==> src/rtl/msi_cap_pkg.sv <==
package msi_cap_pkg;

  typedef enum logic [2:0] {
    SEL_NONE,
    SEL_CTRL,
    SEL_ALO,
    SEL_AHI,
    SEL_DATA,
    SEL_MASK,
    SEL_PEND
  } reg_sel_e;

  // window length in bytes for each option pair
  function automatic int unsigned win_bytes(input bit is64, input bit has_mask);
    if (has_mask) return is64 ? 24 : 20;
    return is64 ? 14 : 10;
  endfunction

  // dword positions that move with the address width
  function automatic logic [5:0] data_dw(input bit is64);
    return is64 ? 6'd3 : 6'd2;
  endfunction

  function automatic logic [5:0] mask_dw(input bit is64);
    return is64 ? 6'd4 : 6'd3;
  endfunction

  function automatic logic [5:0] pend_dw(input bit is64);
    return is64 ? 6'd5 : 6'd4;
  endfunction

  function automatic logic [31:0] low_ones(input int n);
    if (n >= 32) return 32'hFFFF_FFFF;
    return (32'd1 << n) - 32'd1;
  endfunction

  // byte-lane write with a per-bit writable mask
  function automatic logic [31:0] merge_bytes(input logic [31:0] cur,
                                              input logic [31:0] wd,
                                              input logic [3:0]  be,
                                              input logic [31:0] wm);
    logic [31:0] r;
    r = cur;
    for (int b = 0; b < 4; b++) begin
      if (be[b]) begin
        r[8*b +: 8] = (cur[8*b +: 8] & ~wm[8*b +: 8]) | (wd[8*b +: 8] & wm[8*b +: 8]);
      end
    end
    return r;
  endfunction

endpackage

==> src/rtl/msi_cap_decode.sv <==
module msi_cap_decode
  import msi_cap_pkg::*;
#(
  parameter logic [7:0] CAP_BASE = 8'h50,
  parameter bit         ADDR64   = 1'b1,
  parameter bit         PVM      = 1'b1
) (
  input  logic [5:0] addr_dw,
  output reg_sel_e   sel
);
  localparam logic [5:0]  BASE_DW = CAP_BASE[7:2];
  localparam int unsigned WIN     = win_bytes(ADDR64, PVM);
  localparam logic [5:0]  DATA_DW = data_dw(ADDR64);
  localparam logic [5:0]  MASK_DW = mask_dw(ADDR64);
  localparam logic [5:0]  PEND_DW = pend_dw(ADDR64);

  logic [5:0] rel;
  logic       in_win;

  assign rel    = addr_dw - BASE_DW;
  assign in_win = (addr_dw >= BASE_DW) && ((int'(rel) * 4) < int'(WIN));

  always_comb begin
    sel = SEL_NONE;
    if (in_win) begin
      if (rel == 6'd0)                 sel = SEL_CTRL;
      else if (rel == 6'd1)            sel = SEL_ALO;
      else if (ADDR64 && rel == 6'd2)  sel = SEL_AHI;
      else if (rel == DATA_DW)         sel = SEL_DATA;
      else if (PVM && rel == MASK_DW)  sel = SEL_MASK;
      else if (PVM && rel == PEND_DW)  sel = SEL_PEND;
      else                             sel = SEL_NONE;
    end
  end
endmodule

==> src/rtl/msi_cap_ctrl.sv <==
module msi_cap_ctrl #(
  parameter int VEC_LOG2 = 3,
  parameter bit ADDR64   = 1'b1,
  parameter bit PVM      = 1'b1
) (
  input  logic        clk,
  input  logic        rst_n,
  input  logic        wr_en,
  input  logic        wr_enable_bit,
  input  logic [2:0]  wr_mme,
  output logic        enable,
  output logic [2:0]  mme,
  output logic [15:0] rd_word
);
  localparam logic [2:0] CAP = 3'(VEC_LOG2);

  logic       en_q;
  logic [2:0] mme_q;
  logic [2:0] mme_nx;

  // an oversized request is cut back to the capable count once enabled
  always_comb begin
    mme_nx = wr_mme;
    if (wr_enable_bit && (wr_mme > CAP)) mme_nx = CAP;
  end

  always_ff @(posedge clk) begin
    if (!rst_n) begin
      en_q  <= 1'b0;
      mme_q <= 3'd0;
    end else if (wr_en) begin
      en_q  <= wr_enable_bit;
      mme_q <= mme_nx;
    end
  end

  assign enable  = en_q;
  assign mme     = mme_q;
  assign rd_word = {7'd0, PVM, ADDR64, mme_q, CAP, en_q};
endmodule

==> src/rtl/msi_cap_msg.sv <==
module msi_cap_msg
  import msi_cap_pkg::*;
#(
  parameter int VEC_LOG2 = 3,
  parameter bit ADDR64   = 1'b1,
  parameter bit PVM      = 1'b1
) (
  input  logic        clk,
  input  logic        rst_n,
  input  logic        we_alo,
  input  logic        we_ahi,
  input  logic        we_data,
  input  logic        we_mask,
  input  logic [3:0]  be,
  input  logic [31:0] wdata,
  output logic [31:0] addr_lo,
  output logic [31:0] addr_hi,
  output logic [15:0] data,
  output logic [31:0] mask
);
  localparam int          NVEC      = 1 << VEC_LOG2;
  localparam logic [31:0] ALO_WMASK = 32'hFFFF_FFFC;
  localparam logic [31:0] MSK_WMASK = low_ones(NVEC);

  logic [31:0] alo_q;
  logic [15:0] data_q;

  always_ff @(posedge clk) begin
    if (!rst_n)      alo_q <= 32'd0;
    else if (we_alo) alo_q <= merge_bytes(alo_q, wdata, be, ALO_WMASK);
  end

  always_ff @(posedge clk) begin
    if (!rst_n) begin
      data_q <= 16'd0;
    end else if (we_data) begin
      for (int b = 0; b < 2; b++) begin
        if (be[b]) data_q[8*b +: 8] <= wdata[8*b +: 8];
      end
    end
  end

  generate
    if (ADDR64) begin : g_hi
      logic [31:0] ahi_q;
      always_ff @(posedge clk) begin
        if (!rst_n)      ahi_q <= 32'd0;
        else if (we_ahi) ahi_q <= merge_bytes(ahi_q, wdata, be, 32'hFFFF_FFFF);
      end
      assign addr_hi = ahi_q;
    end else begin : g_no_hi
      logic unused_hi;
      assign unused_hi = we_ahi;
      assign addr_hi   = 32'd0;
    end

    if (PVM) begin : g_mask
      logic [31:0] msk_q;
      always_ff @(posedge clk) begin
        if (!rst_n)       msk_q <= 32'd0;
        else if (we_mask) msk_q <= merge_bytes(msk_q, wdata, be, MSK_WMASK);
      end
      assign mask = msk_q;
    end else begin : g_no_mask
      logic unused_mask;
      assign unused_mask = we_mask;
      assign mask        = 32'd0;
    end
  endgenerate

  assign addr_lo = alo_q;
  assign data    = data_q;
endmodule

==> src/rtl/msi_cap_regs.sv <==
module msi_cap_regs
  import msi_cap_pkg::*;
#(
  parameter logic [7:0] CAP_BASE = 8'h50,
  parameter int         VEC_LOG2 = 3,
  parameter bit         ADDR64   = 1'b1,
  parameter bit         PVM      = 1'b1
) (
  input  logic        clk,
  input  logic        rst_n,
  input  logic        cfg_valid,
  output logic        cfg_ready,
  input  logic        cfg_write,
  input  logic [5:0]  cfg_addr,
  input  logic [3:0]  cfg_be,
  input  logic [31:0] cfg_wdata,
  output logic        rsp_valid,
  input  logic        rsp_ready,
  output logic [31:0] rsp_rdata,
  input  logic [31:0] pend_bits,
  output logic        msi_enable,
  output logic [2:0]  vec_alloc_log2,
  output logic [63:0] msg_addr,
  output logic [15:0] msg_data,
  output logic [31:0] vec_mask,
  output logic        intx_deassert
);
  localparam int          NVEC      = 1 << VEC_LOG2;
  localparam logic [31:0] PEND_KEEP = low_ones(NVEC);

  reg_sel_e    sel;
  logic        acc, wr_acc;
  logic [15:0] ctrl_word;
  logic [31:0] addr_lo, addr_hi, mask;
  logic [15:0] data;
  logic [31:0] rd_mux;

  assign cfg_ready = !rsp_valid || rsp_ready;
  assign acc       = cfg_valid && cfg_ready;
  assign wr_acc    = acc && cfg_write;

  msi_cap_decode #(.CAP_BASE(CAP_BASE), .ADDR64(ADDR64), .PVM(PVM)) u_dec (
    .addr_dw (cfg_addr),
    .sel     (sel)
  );

  msi_cap_ctrl #(.VEC_LOG2(VEC_LOG2), .ADDR64(ADDR64), .PVM(PVM)) u_ctrl (
    .clk           (clk),
    .rst_n         (rst_n),
    .wr_en         (wr_acc && (sel == SEL_CTRL) && cfg_be[2]),
    .wr_enable_bit (cfg_wdata[16]),
    .wr_mme        (cfg_wdata[22:20]),
    .enable        (msi_enable),
    .mme           (vec_alloc_log2),
    .rd_word       (ctrl_word)
  );

  msi_cap_msg #(.VEC_LOG2(VEC_LOG2), .ADDR64(ADDR64), .PVM(PVM)) u_msg (
    .clk     (clk),
    .rst_n   (rst_n),
    .we_alo  (wr_acc && (sel == SEL_ALO)),
    .we_ahi  (wr_acc && (sel == SEL_AHI)),
    .we_data (wr_acc && (sel == SEL_DATA)),
    .we_mask (wr_acc && (sel == SEL_MASK)),
    .be      (cfg_be),
    .wdata   (cfg_wdata),
    .addr_lo (addr_lo),
    .addr_hi (addr_hi),
    .data    (data),
    .mask    (mask)
  );

  always_comb begin
    unique case (sel)
      SEL_CTRL: rd_mux = {ctrl_word, 16'd0};
      SEL_ALO:  rd_mux = addr_lo;
      SEL_AHI:  rd_mux = addr_hi;
      SEL_DATA: rd_mux = {16'd0, data};
      SEL_MASK: rd_mux = mask;
      SEL_PEND: rd_mux = pend_bits & PEND_KEEP;
      default:  rd_mux = 32'd0;
    endcase
  end

  always_ff @(posedge clk) begin
    if (!rst_n) begin
      rsp_valid <= 1'b0;
      rsp_rdata <= 32'd0;
    end else if (acc && !cfg_write) begin
      rsp_valid <= 1'b1;
      rsp_rdata <= rd_mux;
    end else if (rsp_ready) begin
      rsp_valid <= 1'b0;
    end
  end

  assign msg_addr      = {addr_hi, addr_lo};
  assign msg_data      = data;
  assign vec_mask      = mask;
  assign intx_deassert = msi_enable;
endmodule

==> config.mk <==
export PLATFORM = sky130hd
export DESIGN_NAME = msi_cap_regs
export DESIGN_NICKNAME = d
export VERILOG_FILES = /design/src/rtl/msi_cap_pkg.sv /design/src/rtl/msi_cap_decode.sv /design/src/rtl/msi_cap_ctrl.sv /design/src/rtl/msi_cap_msg.sv /design/src/rtl/msi_cap_regs.sv
export SDC_FILE = /design/constraint.sdc
export NUM_CORES = 1
export LEC_CHECK = 0
export CAP_MARGIN = 20
export CORE_MARGIN = 1
export CORE_UTILIZATION = 35
export DETAILED_ROUTE_END_ITERATION = 6
export PLACE_DENSITY = 0.67
export SLEW_MARGIN = 20
export SYNTH_ARGS = -nofsm -noshare
export SYNTH_HDL_FRONTEND = slang
export SYNTH_SLANG_ARGS = --single-unit
==> constraint.sdc <==
create_clock -name clk -period 3.1 [get_ports clk]
set_input_delay 0.62 -clock clk [delete_from_list [all_inputs] [get_ports clk]]
set_output_delay 0.62 -clock clk [all_outputs]
set_load 0.02 [all_outputs]
== Word level (Yosys, flattened, before mapping) ==
Cells that the tools add are included.
Word-level totals
  memories: 0
  bits in registers: 125
  latch bits: 0
  logic and storage cells: 69
  output and inout bits: 151
  memory bits (read-only): 0
  input bits: 79
  memory bits (writable): 0
Operators by class
  reduce and logical (&&, ||, !) cells: 27
  add/subtract/negate cells: 1
  equal/unequal tests: 11
  bitwise gates (word level): 1
  shifts and indexed selects: 0
  $lt $le $gt $ge: 3
  divide/modulo/power cells: 0
  multiplexer cells: 11
  multiply operators: 0
Operator list (count)
  32-bit case mux with 6 select lines: 1
  3-bit 2-to-1 mux: 8
  2-bit AND reduction: 11
  6-bit by 2-bit equality test with 1-bit output (second input constant): 2
  6-bit by 3-bit equality test with 1-bit output (second input constant): 2
  1-bit logical AND: 11
  3-bit equality test (second input constant): 3
  8-bit by 5-bit < comparator with 1-bit output (second input constant): 1
  2-bit by 8-bit OR with 8-bit output: 1
  3-bit by 2-bit equality test with 1-bit output (second input constant): 2
  6-bit by 1-bit equality test with 1-bit output (second input constant): 1
  6-bit by 5-bit >= comparator with 1-bit output (second input constant): 1
  6-bit zero test: 1
  6-bit by 5-bit subtractor with 6-bit output (second input constant): 1
  3-bit by 1-bit equality test with 1-bit output (second input constant): 1
  3-bit by 2-bit > comparator with 1-bit output (second input constant): 1
  1-bit zero test: 2
  1-bit 2-to-1 mux: 2
  2-bit nonzero test: 1
  1-bit logical OR: 1

== Logic depth before layout (Yosys ltp) ==
Gate-level depths: netlist of the first run.
  word-level depth: 12
  depth in mapped cells: 10
  mapped depth without buffers: 7

== By module ==
A second synthesis of the first run with hierarchy kept.
Unflattened totals
  cells, all modules: 671
  area, all modules: 6118.4 µm²
Modules (own cells, without submodules)
  msi_cap_msg: cells an instance 371, instances 1, area an instance 3457.1 µm²
  msi_cap_regs: cells an instance 247, instances 1, area an instance 2227.1 µm²
  msi_cap_ctrl: cells an instance 33, instances 1, area an instance 274.0 µm²
  msi_cap_decode: cells an instance 20, instances 1, area an instance 160.2 µm²

== Least setup slack after synthesis of the first run ==
OpenSTA, ideal clock, no wires.
  path kind: input -> register
  start: input cfg_addr[2]
  end: register rsp_rdata[4]
  required time: 2.966 ns
  stages: 10
  arrival time: 2.525 ns
  path slack: 0.441 ns
  setup time: 0.134 ns
  cell sequence: inv_1 ha_1 and2b_1 a32oi_4 buf_12 buf_8 nor2_4 buf_6 a222oi_1 a211oi_1
Between the ends
  word-level cells in the longest chain between the ends: 11
  elaborated cells between the ends (all ways): 24
  those cells by class: add/sub: 1; order compare: 2; eq/ne: 11; mux: 8; reduce/logical: 2
RTL lines
  start, declared: line msi_cap_regs.sv:14  | input logic [5:0] cfg_addr,
  6-bit by 5-bit subtractor with 6-bit output: line msi_cap_decode.sv:20  | assign rel = addr_dw - BASE_DW;
  6-bit by 3-bit equality test with 1-bit output: line msi_cap_decode.sv:31  | else if (PVM && rel == PEND_DW) sel = SEL_PEND;
  3-bit 2-to-1 mux: line msi_cap_decode.sv:31
  3-bit 2-to-1 mux: line msi_cap_decode.sv:30  | else if (PVM && rel == MASK_DW) sel = SEL_MASK;
  3-bit 2-to-1 mux: line msi_cap_decode.sv:29  | else if (rel == DATA_DW) sel = SEL_DATA;
  3-bit 2-to-1 mux: line msi_cap_decode.sv:28  | else if (ADDR64 && rel == 6'd2) sel = SEL_AHI;
  3-bit 2-to-1 mux: line msi_cap_decode.sv:27  | else if (rel == 6'd1) sel = SEL_ALO;
  3-bit 2-to-1 mux: line msi_cap_decode.sv:26  | if (rel == 6'd0) sel = SEL_CTRL;
  3-bit 2-to-1 mux *: line msi_cap_decode.sv:25  | if (in_win) begin
  3-bit equality test, or another cell as far along: line msi_cap_regs.sv:74  | unique case (sel)
  32-bit case mux with 6 select lines *: line msi_cap_regs.sv:74
  end signal, assigned: line msi_cap_regs.sv:91  | rsp_rdata <= rd_mux;
  end, declared: line msi_cap_regs.sv:19  | output logic [31:0] rsp_rdata,
Mark *: on every way between the ends. The rest lies on a longest branch, timed or not.
A chain may end at the register's enable or synchronous reset.

== Worst setup path in the final report of the first run ==
  start: input cfg_addr[3]
  end: register rsp_rdata[3]
Same word-level chain as after synthesis.

==> out/results.tsv, run 1 <==
metric	value	unit
internal power	0.003130	W
Clk pwr share	0.525	
Die X	130.1	um
critical path arrival	3.09	ns
Synth Area in XOR/XNOR	0	
Hold-fix buffers, CTS	0	
top cells by count, synth	123 x dfxtp_1, 91 x nor2b_1, 87 x mux2i_1	
PD cells	472.3	nW/um^2
DP HPWL	12.71	mm
Die Ht	130.1	um
initial DRC count	226	
# resized after CTS	0	
FP Rows	46	
final period utilization	0.8945	
min Tclk post-route	2.773	ns
Layout Cells excl Fill	992	
ant diodes	0	
synth top area cells	dfxtp_1 43%, mux2i_1 15%, nor2b_1 9.9%	
final hold vios	0	
combinational power share	0.080	
overflow left after global routing	0	
static leakage	2.820	nW
multi-input logic area	3005	sq um
most common cell in the netlist	dfxtp_1	
post-synthesis simple-gate area fraction	0.2087	
WS Path Type	in2reg	
Hold Crit Class	reg2reg	
mux cell area share after synthesis	0.1516	
Final Util	0.5359	
maximum buffer depth of the clock tree	2	
per-cell routed wire length	17.54	um
max cap viols	0	
Tot GR Track Use	0.2113	
vias per inst	4.985	
VDD IR max	376.4	uV
crit-path max FO	14	
Async SR Flop Fraction	0	
final net count	845	
core area	15940	sq um
DRT Pass-1 Iters	5	
I/O pin count	230	
first-pass GRT wire length	26.96	mm
main combinational cell family by area after synthesis	simple AND/OR/NAND/NOR gates	
Clk Latency, worst-skew pair	0.42	ns
post-synthesis sequential area ratio	0.4288	
CTS tree	yes	
initial cell density of the core	0.3602	
RSZ-0062 raised after global routing	no	
Port Buf Inserts	179	
Synth area leader	dfxtp_1	
Yosys top cell area share	0.4288	
antenna violations before repair	0	
library cells used by synthesis	51	
placed cells	960	
CTS Buf Count	17	
Reg clk slew, reported paths	0.06	ns
Switching Share	0.2241	
Setup TNS Final	0	ns
relative slew slack	0.5396	
Yosys warnings	0	
Setup Buffers After CTS	0	
Sink Count	123	
largest net degree at the start of global routing	68	
Fmax	360.6	MHz
Post-Syn Area	5743	sq um
area fraction in compound gates after synthesis	0.1386	
ys flop type	dfxtp_1	
Seq. cell area	2462	sq um
fraction of layout cells with a size suffix above 1	0.1108	
Avg Synthesized Cell Area	10.20	sq um
status	finished clean	
Synth-to-Final Area Change	48.76	%
Slew Limit Fails	0	
Slew @ Worst Pin	0.6898	ns
CP required	3.42	ns
Final setup viols	0	
Fill cells	1393	
antenna-violating nets left	0	
Worst setup EP type	flip-flop	
htree depth	4	
vias in the first global route	4997	
register bit total from synthesis	123	
DRC viols	0	
DR vias	4945	
Post-Synth Adder-Cell Area	0.006536	
sw power	0.0009042	W
final wirelength	17.40	mm
critical path launch point type	primary input	
EDFF count, synth	0	
routability cong.	0.8097	
Setup Skew	0.009788	ns
share of power burned in registers	0.395	
Mapped Cells	563	
clk root buf	clkbuf_16	
DIE AREA	16920	sq um
power by group through the flow:
stage	clock, W	sequential, W	combinational, W
after CTS	0.00215	0.00159	0.000323
final	0.00212	0.00159	0.000323
after global placement	0	0.00163	0.000316
after floorplan	0	0.00163	0.000189
after detailed placement	0	0.00163	0.000322
after global routing	0.00222	0.00159	0.000348
cells by family (layout without fill, tap and decap cells):
kind of cell             after synthesis  count (layout)
AND/OR/NAND/NOR                      184             184
AO/OA/AOI/OAI                        103             103
adder cells (fa/ha/maj)                3               3
flip-flops                           123             123
multiplexers                          87              87
buffers and inverters                 62             250
other                                  1              26
through the flow:
stage	instance area [sq um]	hold slack (ns)	setup slack, ns	power [W]
final	8543	0.4486	0.3269	0.004035
after global routing	8543	0.4740	0.1097	0.004158
after CTS	8543	0.4511	0.3557	0.004067
after detailed placement	7906	0.4436	-0.08911	0.001948
after global placement	7906	0.4374	0.01817	0.001942
after floorplan	5837	0.5270	0.4407	0.001823
critical path, cell delays in order:
cell and delay [ns]:
clkdlybuf4s50_1 0.53, inv_1 0.08, ha_1 0.20, and2b_1 0.31
a32oi_4 0.23, nor2_2 0.62, a222oi_1 0.24, a211oi_1 0.25
worst paths after layout:
check / startpoint / end / slack (ns) / cells after the start
setup reg to reg: rsp_valid$_SDFFE_PN0P_ / u_msg.addr_lo[7]$_SDFFE_PN0P_ / 1.25 / 6
hold reg to reg: rsp_rdata[28]$_SDFFE_PN0P_ / rsp_rdata[28]$_SDFFE_PN0P_ / 0.45 / 2
hold / removal: rsp_rdata[28]$_SDFFE_PN0P_ / rsp_rdata[28]$_SDFFE_PN0P_ / 0.45 / 2
setup / recovery: cfg_addr[3] / rsp_rdata[3]$_SDFFE_PN0P_ / 0.33 / 8
cells in the final DEF, fill, tap and decap left out, types with 5 or more instances in the layout:
cell | synthesis | final
conb_1 | 1 | 26
a211oi_1 | 6 | 6
and2_1 | 5 | 5
nand3_1 | 9 | 9
buf_4 | 27 | 28
a21oi_1 | 10 | 10
buf_12 | 1 | 8
nor3_1 | 10 | 10
nand2_1 | 24 | 24
o21ai_0 | 12 | 11
nor2b_1 | 91 | 91
o21ai_1 | 9 | 10
a22oi_1 | 8 | 8
a22o_1 | 18 | 18
nor2_1 | 18 | 18
clkdlybuf4s50_1 | 0 | 178
clkbuf_16 | 0 | 17
a32oi_1 | 14 | 14
dfxtp_1 | 123 | 123
nand2b_1 | 5 | 5
a221oi_1 | 8 | 8
nor4_4 | 8 | 8
mux2i_1 | 87 | 87
a222oi_1 | 6 | 6
registers in the layout (all words and copies together), names as in the netlist:
signal and cells:
u_ctrl.mme 3, u_msg.addr_hi 32, rsp_rdata 32, u_ctrl.enable 1, u_msg.addr_lo 30, u_msg.data 16
u_msg.mask 8, rsp_valid 1
metal layers:
metal  vias up  share of wire  track usage
met5         -              0            0
met1      2365           0.42       0.2550
li1       2380              -            -
met2       167           0.50       0.3554
met3        33          0.051      0.04633
met4         0          0.026       0.1033
layout make-up:
cell class	instances	share of cell area
inverters	3	0.001318
clock buffers	21	0.05507
repair buffers	215	0.2525
clock inverters	11	0.01948
well taps	216	0.03163
flip-flops and latches	123	0.2882
multi-input cells	403	0.3518
Note: power is estimated with default switching activity, not from simulation.
==> run 2, diff against run 1 <==
Settings changed: CORE_MARGIN 1 to 4, HOLD_SLACK_MARGIN from default to 0.06.
==> run 2 against run 1 <==
  * Combinational power hardly changed
  * Critical path type unchanged
  * Clock skew decreased by 0.0014 ns
  * Critical path depth increased by 1
  * Sequential cell count unchanged
  * Cell count decreased by 0.10%
  * Register-to-register slack got worse by 0.08 ns
  * Count of clock-buffer cells in the layout fell by 4
  * Cell area down 0.56%
  * Worst setup slack worse by 0.041 ns
==> out/results.tsv, run 2 (same netlist as run 1, synthesis figures left out) <==
metric	value	unit
status	finished clean	
antenna violations before repair	1	
initial cell density of the core	0.3589	
final net count	844	
Hold Crit Endpoint	rsp_rdata[28]$_SDFFE_PN0P_	
htree depth	4	
min Tclk post-route	2.814	ns
Final setup viols	0	
DR vias	4937	
Tot GR Track Use	0.1949	
DRC viols	0	
static leakage	2.804	nW
Hold-fix buffers, CTS	0	
fraction of layout cells with a size suffix above 1	0.1110	
Port Buf Inserts	179	
Setup Skew	0.008431	ns
Die Ht	136.1	um
CP required	3.42	ns
routability cong.	0.8078	
Setup Buffers After CTS	0	
Worst setup EP type	flip-flop	
largest net degree at the start of global routing	58	
Fill cells	1453	
Slew @ Worst Pin	0.7147	ns
Reg clk slew, reported paths	0.06	ns
final hold vios	0	
max cap viols	0	
worst r2r path cells	6	
PD cells	480.8	nW/um^2
R2R Path Start	rsp_valid$_SDFFE_PN0P_	
Crit Reg-Reg Endpoint	u_msg.addr_lo[2]$_SDFFE_PN0P_	
commonest non-fill, non-tap cells in the layout	178 x clkdlybuf4s50_1, 123 x dfxtp_1, 91 x nor2b_1, 87 x mux2i_1, 31 x buf_4	
post-place setup slack	-0.1169	ns
antenna-violating nets left	0	
fin area	8496	sq um
per-cell routed wire length	18.44	um
RSZ-0062 raised after global routing	no	
placed instance area	7849	sq um
DIE AREA	18520	sq um
critical path launch point type	primary input	
most common cell after layout, fill and taps aside	clkdlybuf4s50_1	
core area	16000	sq um
FP Rows	46	
Min Hold Slack	0.4525	ns
ant diodes	0	
DRT Pass-1 Iters	5	
Synth-to-Final Area Change	47.93	%
R2R Setup Slk	1.17	ns
clk root buf	clkbuf_16	
# resized after CTS	0	
overflow left after global routing	0	
Hold Crit Class	reg2reg	
initial DRC count	299	
WS Path Type	in2reg	
first-pass GRT wire length	28.03	mm
Worst Setup Slack, final	0.2864	ns
Slew Limit Fails	0	
Sink Count	123	
final wirelength	18.27	mm
CTS tree	yes	
vias in the first global route	5064	
Hold Crit Depth	2	
critical path arrival	3.13	ns
vias per inst	4.982	
I/O pin count	230	
crit-path max FO	22	
Fmax	355.4	MHz
CTS Buf Count	17	
Clk Latency, worst-skew pair	0.41	ns
Hold Crit Start	rsp_rdata[28]$_SDFFE_PN0P_	
VDD IR max	362.5	uV
final period utilization	0.9076	
Die X	136.1	um
relative slew slack	0.5230	
DP HPWL	13.11	mm
maximum buffer depth of the clock tree	2	
Setup TNS Final	0	ns
[run 2: cell count changes in the layout (fill, tap and decap cells not counted), sizes merged]
cell	delta
buf	-1
bufinv	+1
clkbuf	-4
clkinvlp	+1
inv	+2
[run 2: worst max-delay path by stage]
stage,start,to,slack (ns)
detailed placement,cfg_addr[2],rsp_rdata[6]$_SDFFE_PN0P_,-0.12
CTS,cfg_addr[2],rsp_rdata[6]$_SDFFE_PN0P_,0.29
finish,cfg_addr[2],rsp_rdata[6]$_SDFFE_PN0P_,0.29
floorplan,cfg_addr[2],rsp_rdata[4]$_SDFFE_PN0P_,0.44
global placement,cfg_addr[2],rsp_rdata[3]$_SDFFE_PN0P_,-0.03
global route,cfg_addr[2],rsp_rdata[6]$_SDFFE_PN0P_,0.16
[run 2: report_power, final]
part	internal (W)	switching, W	leakage (nW)
sequential	0.00159	0.00000415	0.991
combinational	0.000138	0.000188	1.51
clock	0.00143	0.000741	0.306
total	0.00315	0.000933	2.80
[run 2: metrics by stage]
stage / utilization / std cells / power [W]
after floorplan: - / 588 / 0.001823
after global placement: 0.4905 / 959 / 0.001944
after detailed placement: 0.4905 / 959 / 0.001950
after CTS: 0.5310 / 991 / 0.004115
after global routing: 0.5310 / 991 / 0.004211
final: 0.5310 / 991 / 0.004085
[run 2: cell type report]
type                       count  area, sq um  area share
clock inverter                15        221.5     0.02607
timing repair buffer         214         2100      0.2471
sequential                   123         2462      0.2898
inverter                       3        11.26    0.001325
multi-input combinational    403         3005      0.3538
tap                          216        270.3     0.03181
clock buffer                  17        425.4     0.05007
[run 2: routing by layer]
metal,GRT usage,vias up,part of all wire
met1,0.2379,2360,0.42
met3,0.04885,27,0.063
li1,-,2379,-
met4,0.06607,2,0.018
met2,0.3346,169,0.50
met5,0,-,0.00071
[run 2: critical path, stage by stage]
cell	delay (ns)
clkdlybuf4s50_1	0.53
inv_1	0.09
ha_1	0.21
and2b_1	0.30
a32oi_4	0.20
buf_12	0.22
nor2_4	0.51
a222oi_1	0.20
a211oi_1	0.25
==> run 3, diff against run 2 <==
Settings changed: CTS_CLUSTER_DIAMETER from default to 150.
==> results of run 3 <==
Final layout, timing and power as in run 2 (identical DEF).
